===== src/rtl/dma_arb_pkg.sv =====
package dma_arb_pkg;
   typedef enum logic [2:0] {
      ST_IDLE = 3'd0,
      ST_GNT  = 3'd1,
      ST_OWN  = 3'd2,
      ST_REL  = 3'd3,
      ST_WAIT = 3'd4
   } arb_st_t;
endpackage


===== src/rtl/arb_grant_timer.sv =====
module arb_grant_timer #(
   parameter int TIMEOUT = 16
) (
   input  logic clk,
   input  logic rst_n,
   input  logic run_i,
   output logic expire_o
);
   localparam int CW = (TIMEOUT > 1) ? $clog2(TIMEOUT + 1) : 1;

   generate
      if (TIMEOUT == 0) begin : g_no_timer
         assign expire_o = 1'b0;
      end else begin : g_timer
         logic [CW-1:0] cnt_q;
         localparam logic [CW-1:0] LAST = CW'(TIMEOUT - 1);

         always_ff @(posedge clk or negedge rst_n) begin
            if (!rst_n)      cnt_q <= '0;
            else if (!run_i) cnt_q <= '0;
            else if (cnt_q != LAST) cnt_q <= cnt_q + 1'b1;
         end

         assign expire_o = run_i && (cnt_q == LAST);

         AST_TMO_LIMIT: assert property (@(posedge clk) disable iff (!rst_n)
            run_i |-> (cnt_q < CW'(TIMEOUT)));
      end
   endgenerate
endmodule


===== src/rtl/arb_fsm.sv =====
module arb_fsm
   import dma_arb_pkg::*;
(
   input  logic    clk,
   input  logic    rst_n,
   input  logic    req_i,
   input  logic    busy_i,
   input  logic    lock_i,
   input  logic    ack_i,
   input  logic    rel_i,
   input  logic    expire_i,
   output arb_st_t state_o
);
   arb_st_t state_q, state_d;
   logic    serve_ok;

   assign serve_ok = req_i && !busy_i && !lock_i;

   always_comb begin
      state_d = state_q;
      unique case (state_q)
         ST_IDLE: if (serve_ok) state_d = ST_GNT;
         ST_GNT: begin
            if (ack_i)         state_d = ST_OWN;
            else if (expire_i) state_d = ST_WAIT;
         end
         ST_OWN:  if (rel_i)  state_d = ST_REL;
         ST_REL:              state_d = ST_WAIT;
         ST_WAIT: if (!req_i) state_d = ST_IDLE;
         default:             state_d = ST_IDLE;
      endcase
   end

   always_ff @(posedge clk or negedge rst_n) begin
      if (!rst_n) state_q <= ST_IDLE;
      else        state_q <= state_d;
   end

   assign state_o = state_q;

   AST_GNT_BOUNDARY: assert property (@(posedge clk) disable iff (!rst_n)
      (state_q == ST_IDLE && busy_i) |=> (state_q == ST_IDLE));
   AST_LOCK_HOLD: assert property (@(posedge clk) disable iff (!rst_n)
      (state_q == ST_IDLE && lock_i) |=> (state_q == ST_IDLE));
   AST_REL_SINGLE: assert property (@(posedge clk) disable iff (!rst_n)
      (state_q == ST_REL) |=> (state_q == ST_WAIT));
   AST_REARM: assert property (@(posedge clk) disable iff (!rst_n)
      (state_q == ST_WAIT && req_i) |=> (state_q == ST_WAIT));
endmodule


===== src/rtl/arb_out_map.sv =====
module arb_out_map
   import dma_arb_pkg::*;
(
   input  arb_st_t state_i,
   output logic    grant_o,
   output logic    snoop_o,
   output logic    rel_ack_o,
   output logic    stall_o
);
   always_comb begin
      grant_o   = (state_i == ST_GNT) || (state_i == ST_OWN);
      snoop_o   = (state_i == ST_OWN);
      rel_ack_o = (state_i == ST_REL);
      stall_o   = grant_o || rel_ack_o;
   end
endmodule


===== src/rtl/dma_own_arb.sv =====
module dma_own_arb
   import dma_arb_pkg::*;
#(
   parameter int TIMEOUT = 16
) (
   input  logic clk,
   input  logic rst_n,
   input  logic dev_req,
   input  logic cyc_busy,
   input  logic lock_in,
   input  logic dev_ack,
   input  logic dev_rel,
   output logic bus_grant,
   output logic snoop_en,
   output logic rel_ack,
   output logic cpu_stall
);
   generate
      if (TIMEOUT < 0 || TIMEOUT > 65535) begin : g_bad_param
         $error("TIMEOUT out of range");
      end
   endgenerate

   arb_st_t st;
   logic    expire;
   logic    in_gnt;

   assign in_gnt = (st == ST_GNT);

   arb_grant_timer #(.TIMEOUT(TIMEOUT)) u_timer (
      .clk(clk), .rst_n(rst_n), .run_i(in_gnt), .expire_o(expire)
   );

   arb_fsm u_fsm (
      .clk(clk), .rst_n(rst_n), .req_i(dev_req), .busy_i(cyc_busy),
      .lock_i(lock_in), .ack_i(dev_ack), .rel_i(dev_rel),
      .expire_i(expire), .state_o(st)
   );

   arb_out_map u_map (
      .state_i(st), .grant_o(bus_grant), .snoop_o(snoop_en),
      .rel_ack_o(rel_ack), .stall_o(cpu_stall)
   );

   AST_SNOOP_RISE: assert property (@(posedge clk) disable iff (!rst_n)
      $rose(snoop_en) |-> $past(bus_grant && dev_ack));
   AST_GRANT_RISE: assert property (@(posedge clk) disable iff (!rst_n)
      $rose(bus_grant) |-> $past(dev_req && !cyc_busy && !lock_in));
   AST_STALL_COVER: assert property (@(posedge clk) disable iff (!rst_n)
      (bus_grant || rel_ack) |-> cpu_stall);
endmodule


===== config.mk =====
export PLATFORM = sky130hd
export DESIGN_NAME = dma_own_arb
export DESIGN_NICKNAME = d
export VERILOG_FILES = /design/src/rtl/dma_arb_pkg.sv /design/src/rtl/arb_grant_timer.sv /design/src/rtl/arb_fsm.sv /design/src/rtl/arb_out_map.sv /design/src/rtl/dma_own_arb.sv
export SDC_FILE = /design/constraint.sdc
export NUM_CORES = 1
export LEC_CHECK = 0
export CAP_MARGIN = 30
export CELL_PAD_IN_SITES_DETAIL_PLACEMENT = 1
export CELL_PAD_IN_SITES_GLOBAL_PLACEMENT = 1
export CORE_AREA = 10 10 47 49
export DETAILED_ROUTE_END_ITERATION = 6
export DIE_AREA = 0 0 57 59
export GPL_TIMING_DRIVEN = 0
export PLACE_DENSITY_LB_ADDON = 0.1
export SKIP_LAST_GASP = 1
export SLEW_MARGIN = 20
export SYNTH_ARGS = -nofsm -noshare
export SYNTH_HDL_FRONTEND = slang
export SYNTH_SLANG_ARGS = --single-unit
export TNS_END_PERCENT = 20

===== constraint.sdc =====
create_clock -name clk -period 2.6 [get_ports clk]
set_input_delay 0.39 -clock clk [delete_from_list [all_inputs] [get_ports clk]]
set_output_delay 0.39 -clock clk [all_outputs]
set_load 0.02 [all_outputs]

; ---- Word-level counts from Yosys, hierarchy flattened
; Index checks and enable logic that the tools add are counted.
[totals]
register_bits = 8
input_bits = 7
word_cells = 31
[op_classes]
addsub = 1
n_eq_ne = 11
n_mux = 8
reduce_logical = 9
[op_table]
columns = cell, n
row1 = $mux 3, 5
row2 = $pmux 3 s5, 1
row3 = $mux 5, 2
row4 = $eq 3x2->1 const B, 2
row5 = $ne 2x2->1 const B, 3
row6 = $add 5x1->5 const B, 1
row7 = $eq 5x4->1 const B, 1
row8 = $ne 5x4->1 const B, 1
row9 = $reduce_and 4->1, 1
row10 = $eq 3x1->1 const B, 1
row11 = $eq 3x3->1 const B, 1
row12 = $logic_and 1x1->1, 3
row13 = $logic_not 3->1, 1
row14 = $ne 3x3->1 const B, 1
row15 = $logic_not 1->1, 2
row16 = $logic_or 1x1->1, 2
row17 = $ne 2x1->1 const B, 1

; ---- Logic depth before layout (Yosys ltp)
; Gate-level depths: netlist (run 1).
[depth]
word_depth = 5
mapped_depth = 7

; ---- Hierarchy
; Synthesis (run 1) repeated with hierarchy kept, for this count alone.
[hier_totals]
hier_cells = 48
area_unflattened_um2 = 486.7
[modules_own_cells]
columns = module, instances, cells_per_inst, area_each_um2
row1 = arb_grant_timer, 1, 24, 284.0
row2 = arb_fsm, 1, 17, 152.6
row3 = arb_out_map, 1, 6, 37.5
row4 = dma_own_arb, 1, 1, 12.5

; ---- Least setup slack after synthesis (run 1)
; Ideal clock, no wire load.
[synth_timing]
path_kind = reg2reg
startpoint = reg u_timer.g_timer.cnt_q[0]
endpoint = reg u_fsm.state_q[0], in the netlist u_fsm.state_o[0]
setup_time_ns = 0.077
arrival_time_ns = 1.480
t_required_ns = 2.523
path_slack_ns = 1.043
path_stages_with_launch = 8
n_path_buf = 1
synth_period_minus_slack_ns = 1.557
path_cell_list = dfrtp_1 > ha_1 > and3_1 > ha_1 > buf_2 > nor4b_1 > a31oi_1 > a21oi_1
[synth_between]
elab_chain_len = 4
[synth_rtl]
columns = element, line
row1 = from (decl), arb_grant_timer.sv:15  ; logic [CW-1:0] cnt_q;
row2 = from (signal assigned), arb_grant_timer.sv:21  ; else if (cnt_q != LAST) cnt_q <= cnt_q + 1'b1;
row3 = $eq 5x4->1, arb_grant_timer.sv:24  ; assign expire_o = run_i && (cnt_q == LAST);
row4 = $logic_and 1x1->1, arb_grant_timer.sv:24
row5 = $ne 3x3->1 (no source line), n/a
row6 = $reduce_and 4->1 (no source line), n/a
row7 = to (signal assigned), arb_fsm.sv:36  ; else state_q <= state_d;
row8 = to (decl), arb_fsm.sv:14  ; arb_st_t state_q, state_d;
; Every way passes these cells.
; A chain may end at the register's enable or synchronous reset.

; ---- Worst setup path after layout (run 1)
[layout_timing]
startpoint = reg u_fsm.state_q[1], in the netlist u_fsm.state_o[1]
endpoint = out bus_grant
[layout_between]
elab_chain_len = 2
[layout_rtl]
columns = element, line
row1 = $eq 3x1->1 / $eq 3x2->1 (equally long branches), arb_out_map.sv:11  ; grant_o = (state_i == ST_GNT) || (state_i == ST_OWN);
row2 = $logic_or 1x1->1 (*), arb_out_map.sv:11
row3 = to (decl), dma_own_arb.sv:13  ; output logic bus_grant,
; Every way passes the cells marked *; elsewhere a longest branch is shown, timed or not.

==> results of run 1 <==
worst max path at each step:
stage	from	endpoint	slack [ns]	cells after the start
3_5_place_dp	u_fsm.state_o[1]$_DFFE_PN0P_	bus_grant	0.54	4
4_1_cts	u_fsm.state_o[2]$_DFFE_PN0P_	bus_grant	0.27	5
3_3_place_gp	u_fsm.state_o[1]$_DFFE_PN0P_	bus_grant	0.54	4
5_1_grt	u_fsm.state_o[2]$_DFFE_PN0P_	bus_grant	0.17	5
2_1_floorplan	u_timer.g_timer.cnt_q[0]$_DFFE_PN0P_	u_fsm.state_o[0]$_DFFE_PN0P_	1.04	7
6_report	u_fsm.state_o[1]$_DFFE_PN0P_	bus_grant	0.30	4
area by class of cell:
class / count / area, µm² / area share
multi-input combinational: 33 / 201.4 / 0.3531
timing repair buffer: 10 / 100.1 / 0.1754
buffer: 3 / 15.01 / 0.02632
clock buffer: 3 / 22.52 / 0.03947
tap: 16 / 20.02 / 0.03509
inverter: 3 / 11.26 / 0.01974
sequential: 8 / 200.2 / 0.3509
sequential cells by signal, indices dropped and copies added, names as in the netlist:
signal	cells
u_timer.g_timer.cnt_q	5
u_fsm.state_o	3
per-layer routing:
metal | global-route usage | wire, µm | vias up
met5 | 0 | 0 | -
met4 | 0.04027 | 0 | 0
met3 | 0.03863 | 105 | 0
met2 | 0.1070 | 447 | 10
met1 | 0.06182 | 386 | 167
li1 | - | - | 184
worst register-to-register path, delay by kind of cell (launching register included):
family | cells | cell delay (ns)
XOR/XNOR | 1 | 0.17
flip-flops | 1 | 0.40
adder cells (fa/ha/maj) | 2 | 0.40
buffers and inverters | 1 | 0.17
AND/OR/NAND/NOR | 3 | 0.43
stage by stage:
stage	util	setup WS [ns]	power [mW]	hold WS [ns]	std cells
global route	0.4071	0.1707	0.5710	0.4548	76
CTS	0.4071	0.2658	0.5388	0.4274	76
finish	0.4071	0.2962	0.5259	0.4221	76
global placement	0.3911	0.5443	0.4442	0.5026	73
floorplan	-	1.043	0.3343	0.09441	47
detailed placement	0.3911	0.5421	0.4415	0.5174	73
logic make-up after synthesis:
group	after synthesis	synth area share
and+or+nand+nor	20	0.2369
AOI/OAI and AO/OA	7	0.09065
adders and majority gates	2	0.05847
DFF	8	0.4678
muxes	1	0.02339
buffers and inverters	6	0.06139
xor gates and xnor gates	3	0.06141
power groups by stage:
| stage | combinational (mW) | sequential (mW) | clock (mW) |
|---|---|---|---|
| 5_1_grt | 0.282 | 0.185 | 0.104 |
| 3_3_place_gp | 0.259 | 0.185 | 0 |
| 2_1_floorplan | 0.157 | 0.178 | 0 |
| 3_5_place_dp | 0.258 | 0.184 | 0 |
| 4_1_cts | 0.260 | 0.182 | 0.0970 |
| 6_report | 0.254 | 0.182 | 0.0899 |
cell usage in the layout (no fill, tap or decap):
master / count
a21oi_1: 4
inv_2: 1
buf_2: 3
ha_1: 2
or3_1: 2
nand2_1: 1
nor2_1: 10
clkdlybuf4s50_1: 10
nand4b_1: 1
inv_1: 2
nor2b_1: 1
clkbuf_4: 3
nor4b_1: 1
nor3b_1: 1
o21ai_0: 1
nand3_1: 2
xnor2_1: 1
and3_1: 1
xor2_1: 2
mux2i_1: 1
a31oi_1: 1
o31ai_1: 1
dfrtp_1: 8
==> summary.md, run 1 <==
| Metric | Value |
|---|---|
| Clk root buf | clkbuf_4 |
| Starting density of the core | 0.3054 |
| Number of synthesized flops with an enable pin | 0 |
| Fin. max-slew vios | 0 |
| Synth top area cells | dfrtp_1 (47%), nor2_1 (8.8%), ha_1 (5.8%) |
| First-pass detailed-route iteration total | 1 |
| Clk sinks | 8 |
| Mapped cell area | 427.9 µm² |
| CTS tree | done |
| Die height | 59 µm |
| Vias/cell | 4.750 |
| F_max | 434.1 MHz |
| Ys flop type | dfrtp_1 |
| Worst reg2reg startpoint | u_timer.g_timer.cnt_q[0]$_DFFE_PN0P_ |
| Final min period | 2.304 ns |
| Status | finished, final reports clean |
| CTS Hold Bufs | 0 |
| FF+latch count, synth | 8 |
| Final Cell Area | 570.5 µm² |
| Area leader, netlist | dfrtp_1 |
| Post-CTS Setup Bufs | 0 |
| DR WL/cell | 12.36 µm |
| Reg2reg setup slack | 0.92 ns |
| Arr. time, crit path | 1.91 ns |
| R2r endpoint | u_timer.g_timer.cnt_q[3]$_DFFE_PN0P_ |
| H-tree Lvls | 1 |
| Syn. warnings | 0 |
| Antenna diode count | 0 |
| Critical-path top delay cell | clkdlybuf4s50_1 |
| Clock share of power | 0.171 |
| Pwr/cell area | 921.8 nW/µm² |
| Setup Viol. Count Final | 0 |
| Final setup TNS | 0 ns |
| Cell with the most instances after synthesis | nor2_1 |
| Fill cells | 179 |
| Layout cells sized above 1 | 0.1167 |
| Die area | 3363 µm² |
| Final hold vios | 0 |
| Clk pin slew, worst setup/hold paths | 0.05 ns |
| Combinational share of power | 0.483 |
| Worst setup EP type | output pin |
| Sw Pwr | 0.2028 mW |
| First-pass GRT wire length | 1.711 mm |
| IO buf count | 10 |
| Async S/R FF share, synth | 1.000 |
| Resized Gates After CTS | 0 |
| # IOs | 11 |
| Worst min-delay path class | in -> async |
| Sequential share of power | 0.346 |
| Commonest cells post-synth | nor2_1 (10), dfrtp_1 (8), a21oi_1 (4) |
| Slew headroom | 0.7603 |
| Clock latency on the worst-skew pair | 0.24 ns |
| Initial DRC count | 0 |
| Seq/Total Area, Yosys | 0.4678 |
| Synthesized net count | 56 |
| Deepest clock path buffer count | 2 |
| Worst Clk Skew | 0.0004550 ns |
| Cts bufs inserted | 3 |
| GRT Residual Overflow | 0 |
| Cell count after synthesis | 47 |
| Initial antenna violation count | 0 |
| Maxcap violations | 0 |
| Largest net degree at the start of global routing | 10 |
| Crit path max fanout | 8 |
| Startpoint types | flip-flop |
| Area growth, synth to finish | 33.33% |
| Rows | 14 |
| Final Net Count | 71 |
| Post-Syn Area per Cell | 9.104 µm² |
| Internal | 0.3231 mW |
| Post-DP HPWL | 780.6 µm |
| CP Class | reg -> out |
| Worst Path Buf+Inv | 2 |
| Core Area | 1401 µm² |
| Leak pwr | 0.2608 nW |
| Area after DPL | 548.0 µm² |
| Delay of the slowest critical-path stage | 0.62 ns |
| Crit path cell chain | or3_1, buf_2, o21ai_0, clkdlybuf4s50_1 |
| RSZ-0062 raised after global routing | no |
| Placer Congestion | 0.6852 |
| Vias in the first global route | 412 |
| Reg2Reg Depth | 7 |
| Cell variety after synth | 21 |
| Max IR drop VDD | 347.5 µV |
| DRC | 0 |
| Sw frac | 0.3856 |
| Final Cycle Share | 0.8861 |
| Antenna Nets Post-Route | 0 |
| Die X | 57 µm |
| Total track usage | 0.06530 |
| Critical Path RT | 2.21 ns |
| Delay-heaviest family, CP | buffers and inverters |
| Final WL | 939 µm |
| Slew @ Worst Pin | 0.3584 ns |
| Vias | 361 |
| Area fraction of the dominant cell type after synthesis | 0.4678 |
(Power assumes the default switching activity.)
==> run 2, diff against run 1 <==
==> constraint.sdc (replaced) <==
create_clock -name clk -period 2.9 [get_ports clk]
set_input_delay 0.435 -clock clk [delete_from_list [all_inputs] [get_ports clk]]
set_output_delay 0.435 -clock clk [all_outputs]
set_load 0.02 [all_outputs]
==> results of run 2 <==
Same layout as run 1 (identical final DEF). Status: finished, final reports clean.
Main changes from that run: setup slack after placement 0.5421 ns -> 0.7971 ns; setup slack after layout 0.2962 ns -> 0.5512 ns; hold slack 0.4221 ns -> 0.4671 ns; register-to-register setup slack 0.92 ns -> 1.22 ns; total power 0.5259 mW -> 0.4715 mW; worst IR drop on VDD 347.5 µV -> 311.6 µV
